===== config.mk =====
export PLATFORM = sky130hd
export DESIGN_NAME = g711_compander
export DESIGN_NICKNAME = d
export VERILOG_FILES = /design/src/rtl/g711_pkg.sv /design/src/rtl/g711_ctrl.sv /design/src/rtl/g711_datapath.sv /design/src/rtl/g711_compander.sv
export SDC_FILE = /design/constraint.sdc
export NUM_CORES = 1
export LEC_CHECK = 0
export BUFFER_PORTS_ARGS = -buffer_cell sky130_fd_sc_hd__buf_2
export CAP_MARGIN = 30
export CORE_ASPECT_RATIO = 0.7
export CORE_MARGIN = 2
export CORE_UTILIZATION = 25
export CTS_CLUSTER_DIAMETER = 80
export DETAILED_ROUTE_END_ITERATION = 10
export PLACE_DENSITY = 0.46
export SETUP_SLACK_MARGIN = 0.05
export SLEW_MARGIN = 10
export SYNTH_ARGS = -nofsm -noshare
export SYNTH_HDL_FRONTEND = slang
export SYNTH_SLANG_ARGS = --single-unit

===== constraint.sdc =====
create_clock -name clk -period 0.8 [get_ports clk]
set_input_delay 0.12 -clock clk [delete_from_list [all_inputs] [get_ports clk]]
set_output_delay 0.12 -clock clk [all_outputs]
set_load 0.1 [all_outputs]

===== src/rtl/g711_pkg.sv =====
package g711_pkg;

  typedef enum logic [1:0] {
    LAW_PASS = 2'b00,
    LAW_MU   = 2'b01,
    LAW_A    = 2'b10
  } lawSel_e;

  typedef struct packed {
    logic    txLoad;
    logic    rxLoad;
    lawSel_e txLaw;
    lawSel_e rxLaw;
  } compStrobe_t;

  localparam int CODE_W    = 8;
  localparam int MU_IN_W   = 14;
  localparam int A_IN_W    = 13;
  localparam int LIN_W     = 16;
  localparam logic [14:0] MU_CLIP = 15'd8159;
  localparam logic [14:0] MU_BIAS = 15'd33;

  // µ-law: 14-bit linear in, inverted 8-bit code out
  function automatic logic [CODE_W-1:0] muEncode(input logic [MU_IN_W-1:0] lin);
    logic [14:0] mag;
    logic [3:0]  seg;
    logic [7:0]  raw;
    mag = lin[MU_IN_W-1] ? (~{1'b1, lin} + 15'd1) : {1'b0, lin};
    if (mag > MU_CLIP) mag = MU_CLIP;
    mag = mag + MU_BIAS;
    seg = 4'd0;
    for (int i = 0; i < 8; i++) begin
      if (mag >= (15'd64 << i)) seg = seg + 4'd1;
    end
    if (seg[3]) raw = 8'h7F;
    else        raw = {1'b0, seg[2:0], 4'(mag >> (seg + 4'd1))};
    return raw ^ (lin[MU_IN_W-1] ? 8'h7F : 8'hFF);
  endfunction

  // A-law: 13-bit linear in, 0x55-toggled code out
  function automatic logic [CODE_W-1:0] aEncode(input logic [A_IN_W-1:0] lin);
    logic [11:0] mag;
    logic [2:0]  seg;
    logic [3:0]  mant;
    mag = lin[A_IN_W-1] ? ~lin[11:0] : lin[11:0];
    seg = 3'd0;
    for (int i = 0; i < 7; i++) begin
      if (mag >= (12'd32 << i)) seg = seg + 3'd1;
    end
    mant = (seg < 3'd2) ? mag[4:1] : 4'(mag >> seg);
    return {~lin[A_IN_W-1], seg ^ 3'b101, mant ^ 4'b0101};
  endfunction

  function automatic logic [LIN_W-1:0] muDecode(input logic [CODE_W-1:0] code);
    logic [7:0]  u;
    logic [15:0] t;
    u = ~code;
    t = ({9'd0, u[3:0], 3'b000} + 16'd132) << u[6:4];
    return u[7] ? (16'd132 - t) : (t - 16'd132);
  endfunction

  function automatic logic [LIN_W-1:0] aDecode(input logic [CODE_W-1:0] code);
    logic [7:0]  a;
    logic [15:0] t;
    a = code ^ 8'h55;
    t = {8'd0, a[3:0], 4'b0000} + ((a[6:4] == 3'd0) ? 16'd8 : 16'd264);
    if (a[6:4] > 3'd1) t = t << (a[6:4] - 3'd1);
    return a[7] ? t : (~t + 16'd1);
  endfunction

endpackage


===== src/rtl/g711_ctrl.sv =====
module g711_ctrl
  import g711_pkg::*;
(
  input  logic        txValid,
  input  logic [1:0]  txMode,
  input  logic        rxValid,
  input  logic [1:0]  rxMode,
  output compStrobe_t strobe
);

  function automatic lawSel_e decodeLaw(input logic [1:0] sel);
    case (sel)
      2'b01:   return LAW_MU;
      2'b10:   return LAW_A;
      default: return LAW_PASS;
    endcase
  endfunction

  always_comb begin
    strobe.txLoad = txValid;
    strobe.rxLoad = rxValid;
    strobe.txLaw  = decodeLaw(txMode);
    strobe.rxLaw  = decodeLaw(rxMode);
  end

endmodule


===== src/rtl/g711_datapath.sv =====
module g711_datapath
  import g711_pkg::*;
#(
  parameter int SAMPLE_W = 16
) (
  input  logic                clk,
  input  logic                rstN,
  input  compStrobe_t         strobe,
  input  logic [SAMPLE_W-1:0] txSample,
  input  logic [SAMPLE_W-1:0] rxWord,
  output logic [SAMPLE_W-1:0] txOut,
  output logic                txOutValid,
  output logic [SAMPLE_W-1:0] rxOut,
  output logic                rxOutValid
);

  localparam int PAD = SAMPLE_W - LIN_W;

  logic [SAMPLE_W-1:0] txNext;
  logic [SAMPLE_W-1:0] rxNext;
  logic [CODE_W-1:0]   muCode;
  logic [CODE_W-1:0]   aCode;
  logic [LIN_W-1:0]    muLin;
  logic [LIN_W-1:0]    aLin;

  always_comb begin
    muCode = muEncode(txSample[SAMPLE_W-1 -: MU_IN_W]);
    aCode  = aEncode(txSample[SAMPLE_W-1 -: A_IN_W]);
    muLin  = muDecode(rxWord[CODE_W-1:0]);
    aLin   = aDecode(rxWord[CODE_W-1:0]);
  end

  always_comb begin
    case (strobe.txLaw)
      LAW_MU:  txNext = SAMPLE_W'(muCode);
      LAW_A:   txNext = SAMPLE_W'(aCode);
      default: txNext = txSample;
    endcase
    case (strobe.rxLaw)
      LAW_MU:  rxNext = SAMPLE_W'(muLin) << PAD;
      LAW_A:   rxNext = SAMPLE_W'(aLin) << PAD;
      default: rxNext = rxWord;
    endcase
  end

  always_ff @(posedge clk or negedge rstN) begin
    if (!rstN) begin
      txOut      <= '0;
      txOutValid <= 1'b0;
      rxOut      <= '0;
      rxOutValid <= 1'b0;
    end else begin
      txOutValid <= strobe.txLoad;
      rxOutValid <= strobe.rxLoad;
      if (strobe.txLoad) txOut <= txNext;
      if (strobe.rxLoad) rxOut <= rxNext;
    end
  end

endmodule


===== src/rtl/g711_compander.sv =====
module g711_compander
  import g711_pkg::*;
#(
  parameter int SAMPLE_W = 16
) (
  input  logic                clk,
  input  logic                rstN,
  input  logic                txValid,
  input  logic [1:0]          txMode,
  input  logic [SAMPLE_W-1:0] txSample,
  input  logic                rxValid,
  input  logic [1:0]          rxMode,
  input  logic [SAMPLE_W-1:0] rxWord,
  output logic [SAMPLE_W-1:0] txOut,
  output logic                txOutValid,
  output logic [SAMPLE_W-1:0] rxOut,
  output logic                rxOutValid
);

  compStrobe_t strobe;

  g711_ctrl i_ctrl (
    .txValid (txValid),
    .txMode  (txMode),
    .rxValid (rxValid),
    .rxMode  (rxMode),
    .strobe  (strobe)
  );

  g711_datapath #(.SAMPLE_W(SAMPLE_W)) i_dp (
    .clk        (clk),
    .rstN       (rstN),
    .strobe     (strobe),
    .txSample   (txSample),
    .rxWord     (rxWord),
    .txOut      (txOut),
    .txOutValid (txOutValid),
    .rxOut      (rxOut),
    .rxOutValid (rxOutValid)
  );

endmodule


# Word-level counts from Yosys, hierarchy flattened
# Index checks and enable logic that the tools add are counted.
# totals
regBits,34
latch_bits,0
mem_bits_rw,0
mem_bits_ro,0
input_bits,40
wordCells,95
n_memories,0
# op_classes
addsub,22
mul,0
n_div,0
magnitude_cmp,18
eq_ne,8
shifts,4
muxes,29
bitwise,9
reduce_logical,1
# ops
operator,n
$pmux 16 s2,2
$mux 16,3
$mux 4,8
$shl 16x3->16,2
$mux 15,2
$add 4x1->4 const B,7
$mux 3,6
$add 16x1->16 const B,1
$add 8x16->16,1
$not 16->16,1
$sub 16x8->16 const B,1
$sub 8x16->16 const A,1
$add 15x1->15 const B,1
$add 15x6->15 const B,1
$add 3x1->3 const B,5
$ge 15x10->1 const B,1
$ge 15x11->1 const B,1
$ge 15x12->1 const B,1
$ge 15x13->1 const B,1
$ge 15x14->1 const B,1
$ge 15x7->1 const B,1
$ge 15x8->1 const B,1
$ge 15x9->1 const B,1
$gt 15x13->1 const B,1
other kinds (30),40

# Depth between registers and ports, before layout
# logic_depth
word_depth,27
depth_mapped,45

# Modules after synthesis
# A second synthesis with hierarchy kept.
# unflattened
hier_cells,813
area_unflattened_um2,6105.9
# modules_own_cells
module,n_inst,cells_each,area_per_inst_um2,seq_area_each_um2
g711_datapath,1,807,6055.8,850.8
g711_ctrl,1,6,50.0,0.0

# Worst setup path after synthesis
# No wires, ideal clock.
# synth_timing
path_type,input to register
start,input port txSample[2]
end,register i_dp.txOut[2]
setup_ps,131
t_arrival_ps,9144
required_time_ps,669
slack_ps,-8475
stages,44
n_path_buf,4
path_cell_list,clkbuf_1 inv_1 ha_1 o21ba_2 o311a_1 or4_4 and3_4 a31oi_1 o211ai_1 ha_1 clkbuf_1 o211a_1 o2111a_1 o32ai_1 nand3_2 nor2_1 nand2_1 nor2_1 (+8 left out) mux2_2 ha_1 a21oi_1 a21oi_1 ha_1 nand2_1 nand2_1 ha_1 nor2_1 o2bb2ai_1 ha_1 xnor2_1 xnor2_1 buf_2 mux4_2 or2_0 a22oi_1 o31ai_1
# synth_between
elab_chain_len,27
word_cells_on_any_way,34
# synth_lines
element,line,source
from (decl),g711_compander.sv:10,"input logic [SAMPLE_W-1:0] txSample,"
$not 15->15,g711_pkg.sv:28,"mag = lin[MU_IN_W-1] ? (~{1'b1, lin} + 15'd1) : {1'b0, lin};"
$add 15x1->15,g711_pkg.sv:28,
$mux 15,g711_pkg.sv:28,
$gt 15x13->1,g711_pkg.sv:29,if (mag > MU_CLIP) mag = MU_CLIP;
$mux 15,g711_pkg.sv:29,
$add 15x6->15,g711_pkg.sv:30,mag = mag + MU_BIAS;
$ge 15x7->1,g711_pkg.sv:33,if (mag >= (15'd64 << i)) seg = seg + 4'd1;
$mux 1,g711_pkg.sv:33,
(+11 left out),--,
$mux 4,g711_pkg.sv:33,
$add 4x1->4,g711_pkg.sv:33,
$mux 4,g711_pkg.sv:33,
$add 4x1->4,g711_pkg.sv:36,"else raw = {1'b0, seg[2:0], 4'(mag >> (seg + 4'd1))};"
$shr 15x4->4,g711_pkg.sv:36,
$mux 7,g711_pkg.sv:35,if (seg[3]) raw = 8'h7F;
$xor 7x8->8,g711_pkg.sv:37,return raw ^ (lin[MU_IN_W-1] ? 8'h7F : 8'hFF);
$pmux 16 s2 (*),g711_datapath.sv:34,case (strobe.txLaw)
to (signal assigned),g711_datapath.sv:55,if (strobe.txLoad) txOut <= txNext;
to (decl),g711_datapath.sv:11,"output logic [SAMPLE_W-1:0] txOut,"
# Every way passes the cells marked *; elsewhere a longest branch is shown, timed or not.
# A chain may end at the register's enable or synchronous reset.

# Worst setup path after layout
# layout_timing
start,input port txSample[9]
end,register i_dp.txOut[0]
# The elaborated chain is that of the path after synthesis.

==> impl_metrics.ini <==
[cts]
numCtsBuffers = 5
root_buffer = clkbuf_16
clk_latency_ns = 0.28
clkTransAtPathRegs_ns = 0.06
htree_levels = 2
cts_num_sinks = 34
tritoncts = built
clockBufferDepth = 2

[cells_and_area]
seqCellArea_um2 = 978
multiInputGateArea_mm2 = 0.00564
nets = 1267
fin_area_mm2 = 0.0115
diodes = 0
area_delta_synth_final_pct = 100
final_core_util_pct = 50.8
num-fill-cells = 2087
layout-drive-gt1-share_pct = 56.7

[sta]
tns_ns = -74.42
slew_headroom_pct = 69.1
worst_pin_slew_ns = 0.462
skew_ns = 0
setup_viol = 56
drv_slew = 0
hold_viol_final = 0
fin_crit_sh_pct = 984
fmax_ghz = 0.127
setup_slack_ns = -7.07
rsz0062_at_grt = yes
period_needed_ns = 7.87

[synth]
async_reset_ff_share_pct = 100
synth_nets = 858
syn_area_mm2 = 0.00573
synth_top_area_cell = dfrtp_1
synth_top_flop_cell = dfrtp_1
synth_cell_types = 79
synthTopCellsByArea = dfrtp_1, xnor2_1, ha_1, o21ai_0, nand2_1
yosysSeqAreaShare_pct = 14.8
synth.top_cell.area_share_pct = 14.8
ys_ff_latch = 34
syn_inst = 785
synth_warnings = 0
postSynthAreaPerCell_um2 = 7.30
synth_edf_count = 0

[route]
avgRoutedWirePerCell_um = 15.9
ant_nets = 0
vias = 7332
firstDrtPassIters = 5
wl_um = 23900
drc = 0
drt-initial-drc-count = 633
via_per_inst = 4.87

[floorplanning]
rows = 46
pin_count = 74
start_util_pct = 25.4
die_h_um = 131
die_w_um = 185
dieArea_mm2 = 0.0242
fp.coreArea_mm2 = 0.0226

[grt]
grt_pass1_vias = 6819
grt_max_degree = 35
grt_first_pass_wirelength_um = 38000
overflow = 0
track_usage_pct = 19.8
antenna_found_initial = 0

[power]
ir_worst_vdd_uv = 1140
p_leak_nw = 5.03
power_density_mw_per_mm2 = 1750

[worst_setup_path]
crit_type = in2reg
crit_arrival_ns = 8.05
cpMostUsedCell = buf_4
crit_fanout = 3
cp_data_required_time_ns = 0.98
start_kind = input port
slowest_delay_ns = 0.54
endpoint_kind = flip-flop
slowest_stage = or4_4

[placement]
placed_area_mm2 = 0.00961
place.gp.congestion = 0.875
io_buffers = 73
hpwl_um = 18100

[status]
violations = setup timing
status = finished with violations

[flow_run]
maxCapViolCount = 0

[min_path]
hp-class = in2reg
==> cell usage after synthesis, types with 6 or more instances <==
master	n
nand2_1	75
nor2_1	64
o21ai_0	61
a21oi_1	54
xnor2_1	53
clkbuf_1	45
inv_1	42
dfrtp_1	34
ha_1	33
nand3_1	29
mux2i_1	27
mux2_2	22
xor2_1	19
a31oi_1	17
a22oi_1	16
nand2b_1	16
a211oi_1	11
nor3_1	9
o211ai_1	9
o31ai_1	9
and2_1	8
and3_1	8
nor2b_1	7
o21ai_1	7
or3_1	7
nand4_1	6
==> metal layers <==
layer  track usage, %  vias up  routed length [um]
li1                 -     3641                   -
met1             33.3     3476               13300
met2             26.8      201                9220
met3             1.77       14                1190
met4             2.43        0                 203
met5                0        -                   0
==> path summary, 6_finish.rpt <==
check | to | from | cells after the start | slack [ns]
worst min register to register | i_dp.rxOut[14] | i_dp.rxOut[14] | 1 | 0.59
max in group asynchronous | i_dp.txOut[2] | rstN | 3 | 0.26
worst max register to register | i_dp.txOut[0] | i_dp.txOut[0] | 5 | -0.33
min in group asynchronous | i_dp.rxOut[4] | rstN | 3 | 0.33
worst min-delay path | i_dp.rxOut[0] | rxWord[0] | 3 | 0.13
worst max-delay path | i_dp.txOut[0] | txSample[9] | 53 | -7.07
==> power by group <==
group	switching, W	internal [W]	total [W]
clock	0.000879	0.00179	0.00267
combinational	0.00760	0.00725	0.0149
sequential	0.000327	0.00217	0.00250
==> registers in the layout (all words and copies together) (netlist names) <==
name	flops
i_dp.txOutValid	1
i_dp.rxOut	16
i_dp.txOut	16
i_dp.rxOutValid	1
==> layout by cell type (no fill, tap or decap), types with 32 or more instances in the layout <==
master,instances
buf_12,46
buf_6,34
nor2_1,52
dfrtp_4,34
buf_2,32
buf_4,337
xnor2_1,43
a21oi_1,40
nand2_1,66
==> through the flow <==
stage	total power (W)	cells	setup WS, ns	hold slack, ns
6_report	0.0200	1507	-7.07	0.134
5_1_grt	0.0211	1507	-7.33	0.138
4_1_cts	0.0190	1482	-6.66	0.132
3_5_place_dp	0.0148	1399	-7.13	0.104
3_3_place_gp	0.0148	1399	-6.99	0.105
2_1_floorplan	0.00986	785	-7.64	-0.176
==> cell families after synthesis <==
family / share of synthesized area, %
simple gates: 22.4
compound gates: 26.9
buf+inv: 6.50
xor+xnor: 11.9
mux: 10.2
flops: 14.8
fa+ha+maj: 7.20
==> worst max-delay path, delay by kind of cell <==
family	cells	cell delay, ns
AOI/OAI and AO/OA	7	1.31
adders and majority gates	1	0.29
buffers and inverters	41	4.98
and+or+nand+nor	4	1.32
==> final cells by class <==
class                           count  area share [%]
Multi-Input combinational cell    655            49.2
Clock buffer                        5            1.09
Sequential cell                    34            8.53
Inverter                           43            1.64
Clock inverter                      3           0.600
Timing Repair Buffer              455            35.6
Tap cell                          312            3.40
==> what timing repair did <==
item / CTS / global route
setup buffers: 77 / 30
pin swaps: 78 / 72
cloned: 1 / 0
hold buffers: 1 / 0
endpoints found under the hold margin: 34 / 0
resized for setup: 140 / 67
endpoints found under the setup margin: 64 / 64
Power figures use the tool's default switching activity.
